===== src/rtl/dps_pkg.sv =====
`timescale 1ns/1ps
package dps_pkg;
  localparam int VSEL_W  = 2;
  localparam int MODE_W  = 3;
  localparam int GRADE_W = 2;

  localparam logic [VSEL_W-1:0] VSEL_HIGH = 2'd0;
  localparam logic [VSEL_W-1:0] VSEL_LOW  = 2'd2;

  localparam logic [GRADE_W-1:0] GRADE_NONE   = 2'd0;
  localparam logic [GRADE_W-1:0] GRADE_SHORT  = 2'd1;
  localparam logic [GRADE_W-1:0] GRADE_MIDDLE = 2'd2;
  localparam logic [GRADE_W-1:0] GRADE_LONG   = 2'd3;

  localparam logic [MODE_W-1:0] MODE_ACTIVE = 3'd0;
  localparam logic [MODE_W-1:0] MODE_GATED  = 3'd1;
  localparam logic [MODE_W-1:0] MODE_LOWV   = 3'd2;
  localparam logic [MODE_W-1:0] MODE_OFF    = 3'd3;
  localparam logic [MODE_W-1:0] MODE_TRANS  = 3'd4;

  typedef enum logic [3:0] {
    ST_ACTIVE, ST_GATED, ST_LOWV_IN, ST_LOWV, ST_LOWV_OUT,
    ST_FRAME_WAIT, ST_BACKUP, ST_OFF, ST_POWER_UP, ST_RESTORE, ST_KICK
  } seqState_t;

  typedef struct packed {
    logic              loadCnt;
    logic              holdCap;
    logic              holdClr;
    logic              clkEn;
    logic              pwrEn;
    logic              forceLow;
    logic              forceHigh;
    logic              bkpReq;
    logic              rstrReq;
    logic              dspStart;
    logic [MODE_W-1:0] modeSt;
  } seqCmd_t;
endpackage


===== src/rtl/dps_ctrl.sv =====
`timescale 1ns/1ps
module dps_ctrl
  import dps_pkg::*;
(
  input  logic               clk,
  input  logic               rstN,
  input  logic [GRADE_W-1:0] pauseGrade,
  input  logic               resumeReq,
  input  logic               frameDone,
  input  logic               bkpDone,
  input  logic               rstrDone,
  input  logic [GRADE_W-1:0] heldGrade,
  input  logic               cntZero,
  output seqCmd_t            cmd
);
  seqState_t state, nxt;
  logic [GRADE_W-1:0] effGrade;
  logic inTransit;

  always_ff @(posedge clk) begin
    if (!rstN) state <= ST_ACTIVE;
    else       state <= nxt;
  end

  assign effGrade = (pauseGrade != GRADE_NONE) ? pauseGrade : heldGrade;

  always_comb begin
    case (state)
      ST_LOWV_IN, ST_LOWV_OUT, ST_FRAME_WAIT, ST_BACKUP,
      ST_POWER_UP, ST_RESTORE, ST_KICK: inTransit = 1'b1;
      default:                          inTransit = 1'b0;
    endcase
  end

  // next-state selection and strobes towards the datapath
  always_comb begin
    nxt = state;
    cmd = '0;
    cmd.holdCap = inTransit && (pauseGrade != GRADE_NONE);
    case (state)
      ST_ACTIVE: begin
        cmd.holdClr = 1'b1;
        case (effGrade)
          GRADE_SHORT:  nxt = ST_GATED;
          GRADE_MIDDLE: begin nxt = ST_LOWV_IN; cmd.loadCnt = 1'b1; end
          GRADE_LONG:   nxt = ST_FRAME_WAIT;
          default:      nxt = ST_ACTIVE;
        endcase
      end
      ST_GATED:      if (resumeReq) nxt = ST_ACTIVE;
      ST_LOWV_IN:    if (cntZero)   nxt = ST_LOWV;
      ST_LOWV:       if (resumeReq) begin nxt = ST_LOWV_OUT; cmd.loadCnt = 1'b1; end
      ST_LOWV_OUT:   if (cntZero)   nxt = ST_ACTIVE;
      ST_FRAME_WAIT: if (frameDone) nxt = ST_BACKUP;
      ST_BACKUP:     if (bkpDone)   nxt = ST_OFF;
      ST_OFF:        if (resumeReq) begin nxt = ST_POWER_UP; cmd.loadCnt = 1'b1; end
      ST_POWER_UP:   if (cntZero)   nxt = ST_RESTORE;
      ST_RESTORE:    if (rstrDone)  nxt = ST_KICK;
      ST_KICK:                      nxt = ST_ACTIVE;
      default:                      nxt = ST_ACTIVE;
    endcase

    // output levels for the state entered at the next edge
    cmd.pwrEn  = 1'b1;
    cmd.modeSt = MODE_TRANS;
    case (nxt)
      ST_ACTIVE:     begin cmd.clkEn = 1'b1; cmd.modeSt = MODE_ACTIVE; end
      ST_GATED:      begin cmd.forceHigh = 1'b1; cmd.modeSt = MODE_GATED; end
      ST_LOWV_IN:    cmd.forceLow = 1'b1;
      ST_LOWV:       begin cmd.forceLow = 1'b1; cmd.modeSt = MODE_LOWV; end
      ST_LOWV_OUT:   cmd.clkEn = 1'b0;
      ST_FRAME_WAIT: cmd.clkEn = 1'b1;
      ST_BACKUP:     begin cmd.clkEn = 1'b1; cmd.bkpReq = 1'b1; end
      ST_OFF:        begin cmd.pwrEn = 1'b0; cmd.forceLow = 1'b1; cmd.modeSt = MODE_OFF; end
      ST_POWER_UP:   cmd.clkEn = 1'b0;
      ST_RESTORE:    begin cmd.clkEn = 1'b1; cmd.rstrReq = 1'b1; end
      ST_KICK:       begin cmd.clkEn = 1'b1; cmd.dspStart = 1'b1; end
      default:       cmd.clkEn = 1'b1;
    endcase
  end
endmodule


===== src/rtl/dps_dpath.sv =====
`timescale 1ns/1ps
module dps_dpath
  import dps_pkg::*;
#(
  parameter int CNT_W = 16
) (
  input  logic               clk,
  input  logic               rstN,
  input  seqCmd_t            cmd,
  input  logic [CNT_W-1:0]   settleCycles,
  input  logic [VSEL_W-1:0]  perfPoint,
  input  logic [GRADE_W-1:0] pauseGrade,
  output logic               cntZero,
  output logic [GRADE_W-1:0] heldGrade,
  output logic               clkEn,
  output logic               pwrEn,
  output logic [VSEL_W-1:0]  vSel,
  output logic               bkpReq,
  output logic               rstrReq,
  output logic               dspStart,
  output logic [MODE_W-1:0]  modeSt
);
  localparam logic [CNT_W-1:0] CNT_ZERO = '0;
  localparam logic [CNT_W-1:0] CNT_ONE  = CNT_W'(1);
  localparam logic [VSEL_W-1:0] PERF_BAD = '1;

  logic [CNT_W-1:0]  settleCnt;
  logic [VSEL_W-1:0] activeV, nxtV;

  assign cntZero = (settleCnt == CNT_ZERO);
  assign activeV = (perfPoint == PERF_BAD) ? VSEL_HIGH : perfPoint;
  assign nxtV    = cmd.forceLow ? VSEL_LOW : (cmd.forceHigh ? VSEL_HIGH : activeV);

  always_ff @(posedge clk) begin
    if (!rstN)            settleCnt <= CNT_ZERO;
    else if (cmd.loadCnt) settleCnt <= settleCycles;
    else if (!cntZero)    settleCnt <= settleCnt - CNT_ONE;
  end

  always_ff @(posedge clk) begin
    if (!rstN)            heldGrade <= GRADE_NONE;
    else if (cmd.holdCap) heldGrade <= pauseGrade;
    else if (cmd.holdClr) heldGrade <= GRADE_NONE;
  end

  always_ff @(posedge clk) begin
    if (!rstN) begin
      clkEn    <= 1'b1;
      pwrEn    <= 1'b1;
      vSel     <= VSEL_HIGH;
      bkpReq   <= 1'b0;
      rstrReq  <= 1'b0;
      dspStart <= 1'b0;
      modeSt   <= MODE_ACTIVE;
    end else begin
      clkEn    <= cmd.clkEn;
      pwrEn    <= cmd.pwrEn;
      vSel     <= nxtV;
      bkpReq   <= cmd.bkpReq;
      rstrReq  <= cmd.rstrReq;
      dspStart <= cmd.dspStart;
      modeSt   <= cmd.modeSt;
    end
  end
endmodule


===== src/rtl/dps_pwr_seq.sv =====
`timescale 1ns/1ps
module dps_pwr_seq
  import dps_pkg::*;
#(
  parameter int CNT_W = 16
) (
  input  logic             clk,
  input  logic             rstN,
  input  logic [1:0]       pauseGrade,
  input  logic             resumeReq,
  input  logic             frameDone,
  input  logic             bkpDone,
  input  logic             rstrDone,
  input  logic [1:0]       perfPoint,
  input  logic [CNT_W-1:0] settleCycles,
  output logic             clkEn,
  output logic [1:0]       vSel,
  output logic             pwrEn,
  output logic             bkpReq,
  output logic             rstrReq,
  output logic             dspStart,
  output logic             settleReady,
  output logic [2:0]       modeSt
);
  seqCmd_t            cmd;
  logic               cntZero;
  logic [GRADE_W-1:0] heldGrade;

  dps_ctrl uCtrl (
    .clk(clk), .rstN(rstN), .pauseGrade(pauseGrade), .resumeReq(resumeReq),
    .frameDone(frameDone), .bkpDone(bkpDone), .rstrDone(rstrDone),
    .heldGrade(heldGrade), .cntZero(cntZero), .cmd(cmd)
  );

  dps_dpath #(.CNT_W(CNT_W)) uDpath (
    .clk(clk), .rstN(rstN), .cmd(cmd), .settleCycles(settleCycles),
    .perfPoint(perfPoint), .pauseGrade(pauseGrade), .cntZero(cntZero),
    .heldGrade(heldGrade), .clkEn(clkEn), .pwrEn(pwrEn), .vSel(vSel),
    .bkpReq(bkpReq), .rstrReq(rstrReq), .dspStart(dspStart), .modeSt(modeSt)
  );

  assign settleReady = cntZero;
endmodule


===== config.mk =====
export PLATFORM = sky130hd
export DESIGN_NAME = dps_pwr_seq
export DESIGN_NICKNAME = d
export VERILOG_FILES = /design/src/rtl/dps_pkg.sv /design/src/rtl/dps_ctrl.sv /design/src/rtl/dps_dpath.sv /design/src/rtl/dps_pwr_seq.sv
export SDC_FILE = /design/constraint.sdc
export NUM_CORES = 1
export LEC_CHECK = 0
export BUFFER_PORTS_ARGS = -buffer_cell sky130_fd_sc_hd__buf_2
export CAP_MARGIN = 20
export CORE_UTILIZATION = 45
export CTS_CLUSTER_DIAMETER = 100
export DETAILED_ROUTE_END_ITERATION = 12
export PLACE_DENSITY_LB_ADDON = 0.08
export SLEW_MARGIN = 15
export SYNTH_ARGS = -nofsm -noshare
export SYNTH_HDL_FRONTEND = slang
export SYNTH_HIERARCHICAL = 1
export SYNTH_SLANG_ARGS = --single-unit

===== constraint.sdc =====
create_clock -name clk -period 4.9 [get_ports clk]
set_input_delay 0.245 -clock clk [delete_from_list [all_inputs] [get_ports clk]]
set_output_delay 0.245 -clock clk [all_outputs]
set_load 0.01 [all_outputs]

== After elaboration in Yosys (flattened, before gate mapping) ==
Cells that the tools add are included.

* Bits in latches: 0
* Memory bits (read-only): 0
* Memories: 0
* Bits of input ports: 26
* Bits in registers: 32
* Logic and storage cells: 80
* Memory bits (writable): 0

* Mux-type cells: 32
* Div/mod/pow operators: 0
* $lt $le $gt $ge: 0
* Add/subtract/negate cells: 1
* Reduce and logical (&&, ||, !) cells: 11
* Multiply operators: 0
* Equal/unequal tests: 24
* Shift operators: 0
* Bitwise logic cells: 1

{| class="wikitable"
|+ Operator list
! kind !! number
|-
| 4-bit case mux with 10 select lines || 1
|-
| 4-bit 2-to-1 mux || 9
|-
| 16-bit 2-to-1 mux || 2
|-
| 4-bit by 3-bit equality test with 1-bit output (second input constant) || 7
|-
| 4-bit equality test (second input constant) || 6
|-
| 4-bit by 2-bit equality test with 1-bit output (second input constant) || 4
|-
| 16-bit zero test || 1
|-
| 16-bit by 1-bit subtractor with 16-bit output (second input constant) || 1
|-
| 2-bit 2-to-1 mux || 6
|-
| 3-bit case mux with 4 select lines || 1
|-
| 1-bit 2-to-1 mux || 11
|-
| 3-bit case mux with 3 select lines || 1
|-
| 4-bit by 1-bit equality test with 1-bit output (second input constant) || 2
|-
| 4-bit zero test || 2
|-
| 7-bit OR reduction || 1
|-
| 2-bit equality test (second input constant) || 3
|-
| 6-bit OR reduction || 1
|-
| 2-bit nonzero test || 2
|-
| 4-bit OR reduction || 1
|-
| 3-bit OR reduction || 1
|-
| 2-bit by 1-bit equality test with 1-bit output (second input constant) || 1
|-
| 2-bit by 1-bit != test with 1-bit output (second input constant) || 1
|-
| 1-bit case mux with 2 select lines || 1
|-
| 2-bit OR reduction || 1
|-
| other kinds (2) || 2
|}

== Logic depth before layout (Yosys ltp) ==
Gate-level depths: netlist of the first run.

* Word-level depth: 9
* Gate-level depth with buffers: 13
* Mapped depth without buffers: 13

== By module ==
The synthesis of the first run kept the hierarchy.

{| class="wikitable"
|+ Modules (own cells, without submodules)
! module !! area an instance (um2) !! cells each !! times used
|-
| dps_dpath || 1,213.7 || 135 || 1
|-
| dps_ctrl || 541.8 || 66 || 1
|}

== Least setup slack after synthesis of the first run ==
Ideal clock, no wire load.

* Kind: register -> register
* Start: register uDpath.settleCnt[0]
* End: register uDpath.vSel[0]
* Cell stages (with the launch flop): 13
* Required time: 4.783 ns
* Buffers on the path: 0
* Library setup time: 0.117 ns
* Setup slack: 2.212 ns
* Period minus slack after synthesis: 2.688 ns
* Data arrival time: 2.571 ns
* Cell sequence: dfxtp_1 > inv_1 > ha_1 > nor2b_1 > nand4_1 > nor3_1 > nand3b_1 > a211oi_1 > nor3_2 > and2_4 > nor3_1 > nor2_1 > and4b_1

{| class="wikitable"
|+ RTL lines
! what !! RTL line !! source
|-
| start: declaration || dps_dpath.sv:27 || <nowiki>logic [CNT_W-1:0] settleCnt;</nowiki>
|-
| start signal: assignment || dps_dpath.sv:36 || <nowiki>else if (cmd.loadCnt) settleCnt <= settleCycles;</nowiki>
|-
| start signal: assignment || dps_dpath.sv:37 || <nowiki>else if (!cntZero) settleCnt <= settleCnt - CNT_ONE;</nowiki>
|-
| end signal: assignment || dps_dpath.sv:58 || <nowiki>vSel <= nxtV;</nowiki>
|-
| end: declaration || dps_dpath.sv:17 || <nowiki>output logic [VSEL_W-1:0] vSel,</nowiki>
|}

==> results.toml, run 1 <==
[outcome]
status = "completed"

[grt]
grt-ovfl-total = 0
grt_pass1_wl_um = 6090
grtUsageTotal_pct = 18.9
antenna_found_initial = 0
grt_max_degree = 21
first_global_vias = 1402

[placed_design]
dp_hpwl_um = 2630
place.gp.congestion = 0.914
pre_cts_ws_ns = 2.03
dp_cells = 277
portBuffers = 36

[critical_path]
rr_worst_depth = 12
regToRegSetupSlack_ns = 2.02
crit_top_cell = "nor3_1"
critPathCaptureType = "register"
timing.rr.start = "uDpath/settleCnt[0]"
path_cells = "inv_1, ha_1, nor2b_1, nand4_1, nor3_1, nand3b_1, a211oi_1, nor3_2, and2_4, nor3_1, nor2_1, and4b_1"
setup.worst_path.start = "uDpath/settleCnt[0]"
required_ns = 5.07
r2r-end = "uDpath/vSel[0]"
crit_slowest_cell = "nor2b_1"
path_class = "reg2reg"
critPathCapture = "uDpath/vSel[0]"
arrival_ns = 3.05
worst_path_largest_cell_delay_ns = 0.35
cp-start-kind = "register"
worstPathMaxFanout = 5

[sta]
setup_slack_ns = 2.02
finClkSkew_ns = 0.00125
maxClockFrequency_ghz = 0.347
final_hold_viol_count = 0
setup_viol = 0
fin_crit_ns = 2.88
fin_tns_setup_ns = 0
max-slew-margin-rel_pct = 65.2
tightestPinTransition_ns = 0.518
rsz0062_at_grt = "no"
final_max_slew_viol_count = 0
fin_crit_sh_pct = 58.9

[clocking]
clkLatencyLatePin_ns = 0.27
postCtsResizedCells = 0
cts_setup_buffers = 0
cts_tree = "built"
cts_buffer_depth = 2
cts_hold_buf = 0
cts-root-buf = "clkbuf_8"
clock_sinks = 32
h-tree-depth = 2
cts.clk_slew.worst_paths_ns = 0.06
cts_buffers = 5

[die]
core_area_um2 = 3690
die_h_um = 64.5
die_x_um = 64.5
dieArea_um2 = 4150
ios = 37
rows = 22
initial_utilization_pct = 47.6

[synth]
synth-seq-cells = 32
syn_area_um2 = 1760
synth_cells = 201
synth_edf_count = 0
ys_seq_area_share_pct = 36.5
synth-main-ff-cell = "dfxtp_1"
synth.distinct_cells = 51
yosysWarnings = 6
syn-num-nets = 228
syn_area_per_cell_um2 = 8.73
async_reset_ff_share_pct = 0

[power]
power_density_nw_per_um2 = 483
p_leak_nw = 0.814
peakVddDrop_v = 0.000240

[finish]
final_util_pct = 55.4
diodes = 0
drive_gt1_share_pct = 24.6
layout.nets = 263
final_common_cell = "buf_2"
final_cells = 284
fillers = 361
area.growth.synth_to_final_pct = 16.3
final_cell_mix = "buf_2 (36), dfxtp_1 (32), nand2_1 (22)"

[detailed_routing]
viasPerCell = 5.25
drt-pass1-iter-count = 4
dr.first_iter.drc_count = 69
wl_per_cell_um = 12.2
drt_wl_total_um = 3480
postRouteAntennaNets = 0
drc = 0
vias = 1492

[min_path]
min_path_type = "in2reg"

[flow_run]
cap_viol_max_count = 0
==> worst max-delay path, delay by kind of cell, from the launching register on <==
kind	cells	cell delay [ns]
buffers and inverters	1	0.07
and+or+nand+nor	9	1.86
adders and majority gates	1	0.23
AOI/OAI and AO/OA	1	0.29
DFF	1	0.34
==> report_power, final <==
part / internal (mW) / switching, mW
clock: 0.125 / 0.0873
sequential: 0.323 / 0.0685
combinational: 0.178 / 0.205
==> final cells by class <==
type	count	area, um^2	share of cell area (%)
Timing Repair Buffer	36	180	8.82
Sequential cell	32	641	31.4
Multi-Input combinational cell	157	1050	51.4
Tap cell	48	60.1	2.94
Clock buffer	7	96.3	4.72
Inverter	4	15.0	0.735
==> registers in the layout, indices dropped and copies added, names as in the netlist <==
signal	flops
uCtrl/state	4
uDpath/bkpReq	1
uDpath/clkEn	1
uDpath/dspStart	1
uDpath/heldGrade	2
uDpath/modeSt	3
uDpath/pwrEn	1
uDpath/rstrReq	1
uDpath/settleCnt	16
uDpath/vSel	2
==> metrics by stage <==
stage / hold WS [ns] / total power, mW / area [um^2]
6_report: 0.164 / 0.987 / 2040
5_1_grt: 0.176 / 1.07 / 2040
4_1_cts: 0.159 / 0.999 / 2040
3_5_place_dp: 0.448 / 0.777 / 1950
3_3_place_gp: 0.435 / 0.767 / 1950
2_1_floorplan: 0.318 / 0.694 / 1760
==> layer usage <==
layer  GRT usage (%)  wire (um)  vias to the layer above  share of wire (%)
met5               0          0                        -                  0
met4            7.50         40                        0                1.2
met3            4.40        134                        5                3.9
met2            29.2       1540                       28                 44
met1            25.3       1770                      680                 51
li1                -          -                      779                  -
==> Yosys cell counts (4+ instances only) <==
cell type | n | area, um^2
nor2_1 | 7 | 26.3
inv_1 | 4 | 15.0
nand2_1 | 22 | 82.6
nand3b_1 | 4 | 30.0
nor3b_1 | 4 | 30.0
dfxtp_1 | 32 | 641
xor2_1 | 8 | 70.1
nand3_1 | 8 | 40.0
nor3_1 | 6 | 30.0
a21oi_1 | 5 | 25.0
o21ai_0 | 15 | 75.1
nand2b_1 | 12 | 75.1
nor2b_1 | 8 | 50.1
and2_1 | 12 | 75.1
==> cells by family (layout without fill, tap and decap cells) <==
family,count (synthesis),after routing,synth area share (%)
and+or+nand+nor,107,107,37.9
AOI/OAI and AO/OA,37,37,15.1
DFF,32,32,36.5
buffers and inverters,12,47,3.71
xor gates and xnor gates,11,11,5.49
adders and majority gates,1,1,0.713
muxes,1,1,0.570
==> worst min-delay path by stage <==
stage | from | endpoint | slack (ns) | cells past startpoint
after floorplan | rstN | uDpath/clkEn | 0.32 | 1
after global placement | settleCycles[4] | uDpath/settleCnt[4] | 0.44 | 3
after detailed placement | settleCycles[4] | uDpath/settleCnt[4] | 0.45 | 3
after CTS | settleCycles[4] | uDpath/settleCnt[4] | 0.16 | 3
after global routing | settleCycles[13] | uDpath/settleCnt[13] | 0.18 | 3
final | settleCycles[4] | uDpath/settleCnt[4] | 0.16 | 3
No activity file was read; power rests on OpenSTA's default activity.
==> run 2, diff against run 1 <==
--- a/config.mk
+++ b/config.mk
@@ -5,6 +5,7 @@
 export SDC_FILE = /design/constraint.sdc
 export NUM_CORES = 1
 export LEC_CHECK = 0
+export ABC_AREA = 1
 export BUFFER_PORTS_ARGS = -buffer_cell sky130_fd_sc_hd__buf_2
 export CAP_MARGIN = 20
 export CORE_UTILIZATION = 45
==> constraint.sdc (replaced) <==
create_clock -name clk -period 2.7 [get_ports clk]
set_input_delay 0.135 -clock clk [delete_from_list [all_inputs] [get_ports clk]]
set_output_delay 0.135 -clock clk [all_outputs]
set_load 0.01 [all_outputs]
==> run 2 against run 1 <==
  * Total power increased to 2.7 times the previous value
  * Design area up 13%
  * Global-route usage increased by 4.1 points
  * Non-clock buffer count is 2 higher
  * Sequential cell count unchanged
  * Setup slack got worse by 1.7 ns
  * First-iteration DRC count rose by 19%
  * Maximum frequency increased by 19%
  * Critical endpoint is now uDpath/clkEn
==> results.toml, run 2 <==
[outcome]
status = "completed"

[clocking]
cts_tree = "built"
clkLatencyLatePin_ns = 0.29
clock_sinks = 32
cts_buffer_depth = 2
cts-root-buf = "clkbuf_8"
cts.clk_slew.worst_paths_ns = 0.07
h-tree-depth = 2
cts_buffers = 5
cts_setup_buffers = 0

[die]
die_h_um = 68.3
core_area_um2 = 4120
dieArea_um2 = 4670
ios = 37
rows = 23
initial_utilization_pct = 48.1
die_x_um = 68.3

[finish]
reg_top3 = "uDpath/settleCnt (16), uCtrl/state (4), uDpath/modeSt (3)"
diodes = 0
layout.nets = 375
seq_area_um2 = 641
top_register = "uDpath/settleCnt"
final_common_cell = "nand2_1"
multi_input_area_um2 = 1140
drive_gt1_share_pct = 24.9
largest_reg_flops = 16
fillers = 441
final_cell_mix = "nand2_1 (85), nor2_1 (44), buf_2 (36)"
area.growth.synth_to_final_pct = 16.7

[sta]
fin_crit_sh_pct = 89.6
setup_viol = 0
final_hold_viol_count = 0
fin_crit_ns = 2.42
tightestPinTransition_ns = 0.546
maxClockFrequency_ghz = 0.413
finClkSkew_ns = 0.00663
fin_tns_setup_ns = 0
rsz0062_at_grt = "no"
max-slew-margin-rel_pct = 63.4
final_max_slew_viol_count = 0

[grt]
grtUsageMet2_pct = 42.5
met3_usage_pct = 4.00
grtUsageTotal_pct = 23.0
first_global_vias = 1822
grtUsageMet1_pct = 25.2
grt_max_degree = 20
antenna_found_initial = 0
busiest_layer = "met2"
grt-ovfl-total = 0
grt_pass1_wl_um = 7950

[detailed_routing]
drc = 0
drt-pass1-iter-count = 4
wl_per_cell_um = 11.8
vias = 1961
postRouteAntennaNets = 0
dr.first_iter.drc_count = 82
drt_wl_total_um = 4710
viasPerCell = 4.91

[synth]
syn_area_um2 = 1980
synthTopCellsByCount = "nand2_1 (85), nor2_1 (44), inv_1 (34), dfxtp_1 (32), nand3_1 (27)"
syn-num-nets = 337
yosysWarnings = 6
synth-main-ff-cell = "dfxtp_1"
yosysMostFrequentCell = "nand2_1"
async_reset_ff_share_pct = 0
yosysTopAreaCell = "dfxtp_1"
synth.area.top_cells = "dfxtp_1 (32%), nand2_1 (16%), nor2_1 (8.3%)"
yosys.area.top_type_share_pct = 32.3
ys_seq_area_share_pct = 32.3
synth.distinct_cells = 32
syn_area_per_cell_um2 = 6.39
synth-seq-cells = 32
synth_edf_count = 0
synth_cells = 310

[critical_path]
worst_path_largest_cell_delay_ns = 0.34
crit_slowest_cell = "dfxtp_1"
path_class = "reg2reg"
arrival_ns = 2.59
worstPathMaxFanout = 6
required_ns = 2.87
path_buf_inv = 3
cp_top_family = "simple AND/OR/NAND/NOR gates"
critPathCaptureType = "register"
path_cells = "inv_1, ha_2, inv_2, nor2_2, nand3_2, nor2_4, nand3_4, inv_1, nor2_1, nor2_1, nand2_1, nand2_1, nor2_1, nand2_1, nand3_2, nand2_1, nor2_1, or2_2"
cp-start-kind = "register"

[power]
power_density_nw_per_um2 = 1150
p_leak_nw = 1.24
power.total_mw = 2.66
peakVddDrop_v = 0.000536

[placed_design]
place.gp.congestion = 0.892
dp_hpwl_um = 3510
portBuffers = 36

[min_path]
min_path_type = "in2reg"

[flow_run]
cap_viol_max_count = 0
run 2: changes by cell type in the layout (fill, tap and decap cells not counted), moves of 5 or more:
cell,before,now
a21oi_1,5,12
nand3_1,8,27
nor2_4,0,6
and2_1,12,0
xor2_1,8,2
nand2_1,22,85
nor2_2,0,8
nand2_2,0,6
nor2_1,7,44
o21ai_0,15,10
nor2b_1,8,0
nand2b_1,12,0
inv_1,4,34
inv_2,0,8
run 2: worst paths after layout:
kind | start | endpoint | slack, ns | depth (start not counted)
worst min-delay path | perfPoint[1] | uDpath/vSel[0] | 0.09 | 4
worst max register to register | uDpath/settleCnt[0] | uDpath/clkEn | 0.28 | 18
worst max-delay path | uDpath/settleCnt[0] | uDpath/clkEn | 0.28 | 18
worst min register to register | uDpath/heldGrade[0] | uDpath/heldGrade[0] | 0.49 | 2
run 2: cell type report:
| cell class | count | share of cell area [%] |
|---|---|---|
| timing repair buffer | 38 | 8.45 |
| tap | 50 | 2.71 |
| multi-input combinational | 228 | 49.5 |
| clock buffer | 6 | 3.14 |
| clock inverter | 2 | 1.52 |
| sequential | 32 | 27.7 |
| inverter | 43 | 6.98 |
run 2: what timing repair did:
action / CTS / global route
endpoints found under the setup margin: 0 / 2
hold buffers: 0 / 0
resized for setup: 0 / 3
run 2: cells by family (layout without fill, tap and decap cells):
family,Yosys count,in the layout,synth area share [%]
AOI/OAI and AO/OA,31,31,9.10
xor gates and xnor gates,3,3,1.33
adders and majority gates,1,1,0.632
buffers and inverters,50,89,10.7
DFF,32,32,32.3
and+or+nand+nor,193,193,45.9
run 2: routing by layer:
metal  vias to the layer above  routed length (um)  share of wire [%]
met5                         -                   0                  0
met4                         0                  82                1.7
met3                         8                 166                3.5
met2                        37                2380                 50
met1                       861                2090                 44
li1                       1055                   -                  -
run 2: per-stage QoR:
| stage | hold slack (ns) | utilization, % | instance area, um^2 | instances | setup WS [ns] |
|---|---|---|---|---|---|
| 6_report | 0.0895 | 56.2 | 2310 | 399 | 0.281 |
| 5_1_grt | 0.103 | 56.2 | 2310 | 399 | 0.0226 |
| 4_1_cts | 0.0833 | 55.8 | 2300 | 399 | 0.233 |
| 3_5_place_dp | 0.388 | 53.2 | 2190 | 391 | 0.274 |
| 3_3_place_gp | 0.388 | 53.2 | 2190 | 391 | 0.374 |
| 2_1_floorplan | 0.261 | - | 1980 | 310 | 0.462 |
run 2: worst register-to-register path, stage by stage, from the launching register on:
cell and delay (ns):
dfxtp_1 0.34, inv_1 0.10, ha_2 0.22, inv_2 0.05, nor2_2 0.12, nand3_2 0.14, nor2_4 0.15, nand3_4 0.11
inv_1 0.11, nor2_1 0.06, nor2_1 0.11, nand2_1 0.10, nand2_1 0.08, nor2_1 0.04, nand2_1 0.08, nand3_2 0.10
nand2_1 0.08, nor2_1 0.03, or2_2 0.28
run 2: power by group:
group	leakage, nW	internal, mW	switching, mW
clock network	0.0552	0.274	0.185
registers	0.263	0.613	0.138
logic	0.919	0.518	0.932
total	1.24	1.40	1.25
